`config.mk`:
```
export PLATFORM = sky130hd
export DESIGN_NAME = restoring_divider
export DESIGN_NICKNAME = d
export VERILOG_FILES = /design/src/rtl/rdiv_pkg.sv /design/src/rtl/rdiv_step.sv /design/src/rtl/rdiv_range.sv /design/src/rtl/rdiv_ctrl.sv /design/src/rtl/restoring_divider.sv
export SDC_FILE = /design/constraint.sdc
export NUM_CORES = 1
export LEC_CHECK = 0
export ABC_AREA = 0
export CAP_MARGIN = 20
export CORE_ASPECT_RATIO = 1.75
export CORE_MARGIN = 5
export CORE_UTILIZATION = 53
export DETAILED_ROUTE_END_ITERATION = 10
export PLACE_DENSITY = 0.85
export SETUP_SLACK_MARGIN = 0.15
export SYNTH_ARGS = -nofsm -noshare
export SYNTH_HDL_FRONTEND = slang
export SYNTH_HIERARCHICAL = 1
export SYNTH_SLANG_ARGS = --single-unit
```
`constraint.sdc`:
```
create_clock -name clk_i -period 3.3 [get_ports clk_i]
set_clock_uncertainty 0.2 [all_clocks]
set_input_delay 0.66 -clock clk_i [delete_from_list [all_inputs] [get_ports clk_i]]
set_output_delay 0.66 -clock clk_i [all_outputs]
set_load 0.03 [all_outputs]
```
`src/rtl/rdiv_pkg.sv`:
```
package rdiv_pkg;
  typedef enum logic {ST_IDLE, ST_RUN} rdiv_state_e;
endpackage

```
`src/rtl/rdiv_step.sv`:
```
module rdiv_step #(
  parameter int N = 16
) (
  input  logic [N-1:0] ac_i,
  input  logic [N-1:0] mq_i,
  input  logic [N-1:0] dvs_i,
  output logic [N-1:0] ac_o,
  output logic [N-1:0] mq_o,
  output logic         take_o
);
  localparam int W = N + 1;

  logic [W-1:0] shl_hi;
  logic [W:0]   sum;

  // high half after shift, keeping the bit shifted out of it
  assign shl_hi = {ac_i, mq_i[N-1]};
  // a - b as a + ~b + 1; carry out means a >= b
  assign sum    = {1'b0, shl_hi} + {1'b0, ~{1'b0, dvs_i}} + {{W{1'b0}}, 1'b1};
  assign take_o = sum[W];
  assign ac_o   = take_o ? sum[N-1:0] : shl_hi[N-1:0];
  assign mq_o   = {mq_i[N-2:0], take_o};
endmodule

```
`src/rtl/rdiv_range.sv`:
```
module rdiv_range #(
  parameter int N = 16
) (
  input  logic [N-1:0] hi_i,
  input  logic [N-1:0] dvs_i,
  output logic         ovf_o
);
  logic [N:0] sum;

  assign sum   = {1'b0, hi_i} + {1'b0, ~dvs_i} + {{N{1'b0}}, 1'b1};
  assign ovf_o = sum[N];
endmodule

```
`src/rtl/rdiv_ctrl.sv`:
```
module rdiv_ctrl
  import rdiv_pkg::*;
#(
  parameter int N = 16
) (
  input  logic clk_i,
  input  logic rst_ni,
  input  logic start_i,
  input  logic ovf_in_i,
  output logic load_o,
  output logic step_o,
  output logic busy_o,
  output logic done_o,
  output logic ovf_o
);
  localparam int CW = $clog2(N + 1);

  rdiv_state_e   state_q;
  logic [CW-1:0] cnt_q;

  assign busy_o = (state_q == ST_RUN);
  assign step_o = busy_o;
  assign load_o = start_i && !busy_o;

  always_ff @(posedge clk_i or negedge rst_ni) begin
    if (!rst_ni) begin
      state_q <= ST_IDLE;
      cnt_q   <= '0;
      done_o  <= 1'b0;
      ovf_o   <= 1'b0;
    end else if (load_o) begin
      ovf_o  <= ovf_in_i;
      done_o <= ovf_in_i;
      if (!ovf_in_i) begin
        state_q <= ST_RUN;
        cnt_q   <= CW'(N);
      end
    end else if (busy_o) begin
      cnt_q <= cnt_q - 1'b1;
      if (cnt_q == CW'(1)) begin
        state_q <= ST_IDLE;
        done_o  <= 1'b1;
      end
    end else begin
      done_o <= 1'b0;
    end
  end


  done_not_busy_chk: assert property (@(posedge clk_i) disable iff (!rst_ni)
    done_o |-> !busy_o);

  done_after_run_chk: assert property (@(posedge clk_i) disable iff (!rst_ni)
    $fell(busy_o) |-> done_o);

  ovf_idle_chk: assert property (@(posedge clk_i) disable iff (!rst_ni)
    ovf_o |-> !busy_o);
endmodule

```
`src/rtl/restoring_divider.sv`:
```
module restoring_divider #(
  parameter int N = 16
) (
  input  logic           clk_i,
  input  logic           rst_ni,
  input  logic           start_i,
  input  logic [2*N-1:0] dividend_i,
  input  logic [N-1:0]   divisor_i,
  output logic           busy_o,
  output logic           done_o,
  output logic           ovf_o,
  output logic [N-1:0]   quotient_o,
  output logic [N-1:0]   remainder_o
);
  logic [N-1:0] ac_q, mq_q, dvs_q;
  logic [N-1:0] ac_nxt, mq_nxt;
  logic         take, load, step, ovf_in;

  rdiv_range #(.N(N)) i_range (
    .hi_i  (dividend_i[2*N-1:N]),
    .dvs_i (divisor_i),
    .ovf_o (ovf_in)
  );

  rdiv_ctrl #(.N(N)) i_ctrl (
    .clk_i    (clk_i),
    .rst_ni   (rst_ni),
    .start_i  (start_i),
    .ovf_in_i (ovf_in),
    .load_o   (load),
    .step_o   (step),
    .busy_o   (busy_o),
    .done_o   (done_o),
    .ovf_o    (ovf_o)
  );

  rdiv_step #(.N(N)) i_step (
    .ac_i   (ac_q),
    .mq_i   (mq_q),
    .dvs_i  (dvs_q),
    .ac_o   (ac_nxt),
    .mq_o   (mq_nxt),
    .take_o (take)
  );

  always_ff @(posedge clk_i or negedge rst_ni) begin
    if (!rst_ni) begin
      ac_q  <= '0;
      mq_q  <= '0;
      dvs_q <= '0;
    end else if (load) begin
      ac_q  <= dividend_i[2*N-1:N];
      mq_q  <= dividend_i[N-1:0];
      dvs_q <= divisor_i;
    end else if (step) begin
      ac_q <= ac_nxt;
      mq_q <= mq_nxt;
    end
  end

  assign quotient_o  = mq_q;
  assign remainder_o = ac_q;


  start_ignored_chk: assert property (@(posedge clk_i) disable iff (!rst_ni)
    busy_o |=> $stable(dvs_q));

  carry_forces_take_chk: assert property (@(posedge clk_i) disable iff (!rst_ni)
    (busy_o && ac_q[N-1]) |=> mq_q[0]);

  rem_below_dvs_chk: assert property (@(posedge clk_i) disable iff (!rst_ni)
    (done_o && !ovf_o) |-> (remainder_o < dvs_q));
endmodule

```
==> impl_metrics.py, run 1 <==
metrics = {
    "pwr": {
        "seqPwrFrac_pct": 21.1,
        "power.density_nw_per_um2": 1290,
        "p_clk_share_pct": 9.4,
        "p_total_w": 0.00671,
        "leakage_nw": 2.50,
        "p_switching_w": 0.00303,
        "ir_drop_mv": 0.661,
        "switching_share_pct": 45.1,
        "comb_power_share_pct": 69.5,
        "internal-power_w": 0.00368,
    },
    "grt": {
        "globalRouteOverflowTotal": 0,
        "first_global_vias": 3619,
        "antenna_found_initial": 0,
        "grt_max_degree": 37,
        "grt_usage_pct": 20.6,
        "grt_pass1_wl_um": 16700,
    },
    "cells_and_area": {
        "drive_above_1_share_pct": 12.2,
        "antenna_cells": 0,
        "fillers": 625,
        "finalCoreUtilization_pct": 65.8,
        "register_area_um2": 1400,
        "nets": 584,
        "area_delta_synth_final_pct": 22.1,
        "multi_input_area_um2": 2420,
    },
    "detailed_routing": {
        "vias": 3404,
        "drt_wl_total_um": 9940,
        "drc_errors": 0,
        "wl_per_cell_um": 16.8,
        "drtIter0Drc": 164,
        "antenna_left": 0,
        "drt-pass1-iter-count": 5,
        "via_per_inst": 5.77,
    },
    "yosys": {
        "ys_top_cells_by_area": "dfrtp_1, ha_1, mux2i_1",
        "synth.top_cell.area_share_pct": 32.9,
        "synthMuxAreaShare_pct": 18.1,
        "synth.top_cells.by_count": "dfrtp_1, nand2_1, inv_1",
        "synth_compound_area_share_pct": 14.6,
        "ys.flop_type": "dfrtp_1",
        "ys_seq_elements": 56,
        "synth_xor_area_share_pct": 2.06,
        "ys_types": 57,
        "yosysSeqAreaShare_pct": 32.9,
        "synth_top_family_by_area": "multiplexers",
        "synth_area_leader_cell": "dfrtp_1",
        "ys_warn_count": 6,
        "synth-edff-count": 0,
        "postSynth.asyncResetShare_pct": 100,
        "synth-simple-area-share_pct": 11.5,
        "synth.most_common_cell": "dfrtp_1",
        "postSynthCellCount": 435,
        "synth_area_um2": 4260,
        "syn-num-nets": 520,
        "syn_area_per_cell_um2": 9.79,
        "yosys.area_share.adder_pct": 10.2,
    },
    "clock_network": {
        "path_clk_slew_ps": 70,
        "h-tree-depth": 2,
        "ctsHoldBuffers": 0,
        "cts_inserted_buffers": 5,
        "cts_max_path_buffers": 2,
        "cts_num_sinks": 56,
        "root_buffer": "clkbuf_16",
        "cts_tree": "built",
        "clk-insertion-delay-late_ps": 300,
    },
    "placed_design": {
        "hpwlAfterDp_um": 7700,
        "place_congestion": 0.900,
        "dpl_worst_slack_ps": 217,
        "port_buffers": 85,
    },
    "sta": {
        "period_needed_ps": 2980,
        "tns_ps": 0,
        "postLayoutSetupSlackWorst_ps": 315,
        "tightest_slew_ps": 739,
        "hold_violations": 0,
        "holdWs_ps": 224,
        "fmax_mhz": 335,
        "rsz0062_at_grt": "false",
        "setup_viol": 0,
        "max_slew_margin_pct": 50.7,
        "period_share_pct": 90.4,
        "final-max-slew-violation-count": 0,
    },
    "critical_path": {
        "crit_required_ps": 3280,
        "r2r-end": "remainder_o[14]$_DFFE_PN0P_",
        "cp.arrival_ps": 2960,
        "start_kind": "register",
        "r2r_start": "remainder_o[9]$_DFFE_PN0P_",
        "end_kind": "register",
        "reg2reg_depth": 10,
        "worstSetupStartpoint": "remainder_o[9]$_DFFE_PN0P_",
        "path_class": "reg -> reg",
        "rrSetupSlack_ps": 320,
        "path_cells": "ha_1 -> a21o_1 -> o21ai_0 -> o21ai_1 -> a21oi_4 -> o31ai_4 -> buf_4 -> mux2_4 -> mux2i_1 -> o21ai_1",
        "slowest_delay_ps": 440,
        "cp_max_fo": 16,
        "cpMostUsedCell": "o21ai_1",
        "crit_path_top_delay_cell": "ha_1",
        "crit_end": "remainder_o[14]$_DFFE_PN0P_",
    },
    "run_status": {
        "status": "completed",
    },
    "die": {
        "die_x_um": 77.8,
        "die_y_um": 129,
        "die-area_um2": 10000,
        "initial_utilization_pct": 53.9,
        "top_level_ports": 86,
        "fp-row-count": 43,
        "core_area_um2": 7910,
    },
    "min_path": {
        "hold_class": "in -> async",
    },
    "job": {
        "drv_cap": 0,
    },
}
## layout by cell type (no fill, tap or decap), types with 2 or more instances in the layout
cell	instances
a211oi_1	4
nor2b_1	2
mux2_2	6
nand2b_1	4
xor2_1	8
o21a_1	4
inv_1	38
nor3_1	4
a31oi_1	3
or3_1	3
mux2i_1	36
mux2_4	23
o21ai_1	35
and2_1	3
nand3_1	5
nand4_1	2
dfrtp_1	55
clkbuf_16	5
buf_12	3
nand2_1	46
a21o_1	9
nor2_1	19
ha_1	32
buf_4	3
o21ai_0	13
xnor2_1	2
o31a_1	2
clkdlybuf4s50_1	84
a21oi_1	13
## timing repair
action / in CTS / in global routing
endpoints found under the setup margin: 0 / 4
buffers inserted: 0 / 0
resized for setup: 0 / 3
## cell type report
cell class                      count  share of cell area [%]
Clock inverter                      2                   0.746
Tap cell                           90                    2.17
Multi-Input combinational cell    306                    46.5
Inverter                           39                    3.13
Sequential cell                    56                    27.0
Timing Repair Buffer               91                    17.8
Clock buffer                        6                    2.67
## worst max-delay path: cells and delay by family, from the launching register on
| family | cells | cell delay [ps] |
|---|---|---|
| AOI/OAI and AO/OA | 6 | 940 |
| muxes | 2 | 520 |
| adders and majority gates | 1 | 440 |
| DFF | 1 | 420 |
| buffers and inverters | 1 | 330 |
## power by group through the flow
stage	clock [W]	combinational [W]	sequential, W
after floorplan	0	0.00331	0.00173
after global placement	0	0.00445	0.00141
after detailed placement	0	0.00460	0.00142
after CTS	0.000649	0.00466	0.00142
after global routing	0.000674	0.00508	0.00148
final	0.000629	0.00467	0.00141
## kinds of logic (layout without fill, tap and decap cells)
kind of cell / Yosys count / in the layout
AND/OR/NAND/NOR: 100 / 100
AO/OA/AOI/OAI: 97 / 97
buffers and inverters: 73 / 138
multiplexers: 65 / 65
flip-flops: 56 / 56
adder cells (fa/ha/maj): 34 / 34
XOR/XNOR: 10 / 10
## per-stage QoR
stage	instance area, um2	instances
2_1_floorplan	4260	435
3_3_place_gp	5010	582
3_5_place_dp	5010	582
4_1_cts	5190	590
5_1_grt	5200	590
6_report	5200	590
## worst min-delay path by stage
stage,startpoint,depth (start not counted),slack [ps],to
2_1_floorplan,rst_ni,0,160,dvs_q[0]$_DFFE_PN0P_
3_3_place_gp,i_ctrl/ovf_o$_DFFE_PN0P_,2,290,i_ctrl/ovf_o$_DFFE_PN0P_
3_5_place_dp,dvs_q[2]$_DFFE_PN0P_,1,290,dvs_q[2]$_DFFE_PN0P_
4_1_cts,rst_ni,1,240,quotient_o[13]$_DFFE_PN0P_
5_1_grt,rst_ni,1,280,quotient_o[9]$_DFFE_PN0P_
6_report,rst_ni,1,220,quotient_o[10]$_DFFE_PN0P_
## layer usage
| layer | vias to the layer above | track usage [%] | wire length (um) |
|---|---|---|---|
| li1 | 1621 | - | - |
| met3 | 37 | 3.50 | 355 |
| met5 | - | 0 | 0 |
| met1 | 1644 | 21.4 | 3640 |
| met2 | 102 | 38.6 | 5510 |
| met4 | 0 | 10.4 | 436 |
## flip-flops by register name (all words and copies together), names as in the netlist
name,flops
quotient_o,16
i_ctrl/cnt_q,5
i_ctrl/done_o,1
remainder_o,16
i_ctrl/ovf_o,1
dvs_q,16
i_ctrl/busy_o,1
(Power assumes the default switching activity.)
==> run 2: changes to the inputs <==
--- a/config.mk
+++ b/config.mk
@@ -12,7 +12,6 @@
 export CORE_UTILIZATION = 53
 export DETAILED_ROUTE_END_ITERATION = 10
 export PLACE_DENSITY = 0.85
-export SETUP_SLACK_MARGIN = 0.15
 export SYNTH_ARGS = -nofsm -noshare
 export SYNTH_HDL_FRONTEND = slang
 export SYNTH_HIERARCHICAL = 1
==> run 2 against run 1 <==
Compared with the run above:
- count of clock-buffer cells in the layout unchanged
- global-route usage unchanged
- power decreased by 0.46%
- sequential power about the same
- first-iteration DRC count decreased by 8.5%
- sequential share of layout area about the same
- non-clock buffer count unchanged
- fmax decreased by 1.1%
- worst setup slack got worse by 32 ps
- utilization decreased by 0.11 points
- hold slack improved by 2.1 ps
- largest power group unchanged
- highest routed layer unchanged
==> impl_metrics.py, run 2 (synthesis gave the netlist of run 1 again) <==
metrics = {
    "detailed_routing": {
        "drc_errors": 0,
        "drtIter0Drc": 150,
        "vias": 3368,
        "antenna_left": 0,
        "drt_wl_total_um": 9940,
        "via_per_inst": 5.71,
        "wl_per_cell_um": 16.9,
        "drt-pass1-iter-count": 4,
    },
    "die": {
        "core_area_um2": 7910,
        "initial_utilization_pct": 53.9,
        "die_y_um": 129,
        "fp-row-count": 43,
        "top_level_ports": 86,
        "die_x_um": 77.8,
        "die-area_um2": 10000,
    },
    "cells_and_area": {
        "nets": 584,
        "drive_above_1_share_pct": 11.8,
        "area_delta_synth_final_pct": 21.9,
        "layout.cells.most_common_list": "clkdlybuf4s50_1, dfrtp_1, nand2_1",
        "final_common_cell": "clkdlybuf4s50_1",
        "antenna_cells": 0,
    },
    "critical_path": {
        "critPathBufInv": 2,
        "path_class": "reg -> reg",
        "end_kind": "register",
        "start_kind": "register",
        "crit_path_top_delay_cell": "fa_1",
        "cpMostUsedCell": "inv_1",
        "rrSetupSlack_ps": 280,
        "path_cells": "inv_1 -> ha_1 -> inv_1 -> fa_1 -> a211oi_1 -> o21ai_0 -> a31oi_1 -> a21oi_1 -> xor2_1 -> mux2_4 -> mux2i_1 -> o21ai_1",
        "crit_required_ps": 3280,
        "critPathTopFamily": "compound AO/OA/AOI/OAI gates",
        "cp.arrival_ps": 3000,
        "cp_max_fo": 3,
        "slowest_delay_ps": 440,
    },
    "sta": {
        "hold_violations": 0,
        "period_share_pct": 91.4,
        "period_needed_ps": 3020,
        "rsz0062_at_grt": "false",
        "max_slew_margin_pct": 50.2,
        "fmax_mhz": 331,
        "tns_ps": 0,
        "tightest_slew_ps": 747,
        "postLayoutSetupSlackWorst_ps": 283,
        "setup_viol": 0,
        "final-max-slew-violation-count": 0,
    },
    "grt": {
        "grt_max_degree": 37,
        "first_global_vias": 3619,
        "globalRouteOverflowTotal": 0,
        "grt_pass1_wl_um": 16700,
        "met1_usage_pct": 21.4,
        "antenna_found_initial": 0,
        "met2_usage_pct": 38.6,
        "use_met3_pct": 3.50,
        "grt.busiest_layer": "met2",
        "grt_usage_pct": 20.6,
    },
    "placed_design": {
        "place_congestion": 0.900,
        "port_buffers": 85,
        "dpl_worst_slack_ps": 217,
        "hpwlAfterDp_um": 7700,
    },
    "pwr": {
        "power.density_nw_per_um2": 1290,
        "ir_drop_mv": 0.659,
        "p_total_w": 0.00668,
        "leakage_nw": 2.50,
    },
    "clock_network": {
        "cts_num_sinks": 56,
        "cts_tree": "built",
        "root_buffer": "clkbuf_16",
        "cts_resized": 0,
        "cts_inserted_buffers": 5,
        "h-tree-depth": 2,
        "cts_max_path_buffers": 2,
        "ctsHoldBuffers": 0,
        "path_clk_slew_ps": 70,
        "post_cts_buffers": 0,
        "clk-insertion-delay-late_ps": 300,
    },
    "min_path": {
        "hold_class": "in -> async",
    },
    "job": {
        "drv_cap": 0,
    },
    "run_status": {
        "status": "completed",
    },
}
run 2: cell count changes in the layout (fill, tap and decap cells not counted):
cell,before,now
a31oi_1,3,4
a31oi_2,1,0
ha_1,32,33
ha_2,1,0
o21ai_0,13,14
o21ai_1,35,34
run 2: layout make-up:
| type | count | area (um2) |
|---|---|---|
| tap | 90 | 113 |
| inverter | 39 | 163 |
| clock buffer | 6 | 139 |
| sequential | 56 | 1400 |
| multi-input combinational | 306 | 2410 |
| clock inverter | 2 | 38.8 |
| fill | 626 | 2720 |
| timing repair buffer | 91 | 928 |
run 2: metrics by stage:
stage	area (um2)	instances	util (%)	hold slack [ps]
after CTS	5190	590	65.7	241
after detailed placement	5010	582	63.4	295
after global routing	5190	590	65.7	278
final	5190	590	65.7	226
after floorplan	4260	435	-	164
after global placement	5010	582	63.4	290
run 2: path summary, 6_finish.rpt:
check / cells after the start / to / from
min in group clk_i: 1 / dvs_q[10]$_DFFE_PN0P_ / dvs_q[10]$_DFFE_PN0P_
worst max register to register: 12 / remainder_o[12]$_DFFE_PN0P_ / quotient_o[15]$_DFFE_PN0P_
worst min-delay path: 1 / quotient_o[10]$_DFFE_PN0P_ / rst_ni
max in group asynchronous: 2 / dvs_q[9]$_DFFE_PN0P_ / rst_ni
worst min register to register: 1 / dvs_q[10]$_DFFE_PN0P_ / dvs_q[10]$_DFFE_PN0P_
worst max-delay path: 12 / remainder_o[12]$_DFFE_PN0P_ / quotient_o[15]$_DFFE_PN0P_
run 2: per-layer routing:
layer	wire length [um]	share of wire [%]	up-vias
li1	-	-	1625
met1	3650	37	1616
met2	5520	55	94
met3	354	3.6	33
met4	421	4.2	0
met5	0	0	-
run 2: report_power, final:
group | switching (W) | internal, W
Clock | 0.000251 | 0.000381
Combinational | 0.00241 | 0.00223
Sequential | 0.000352 | 0.00106
Total | 0.00301 | 0.00367
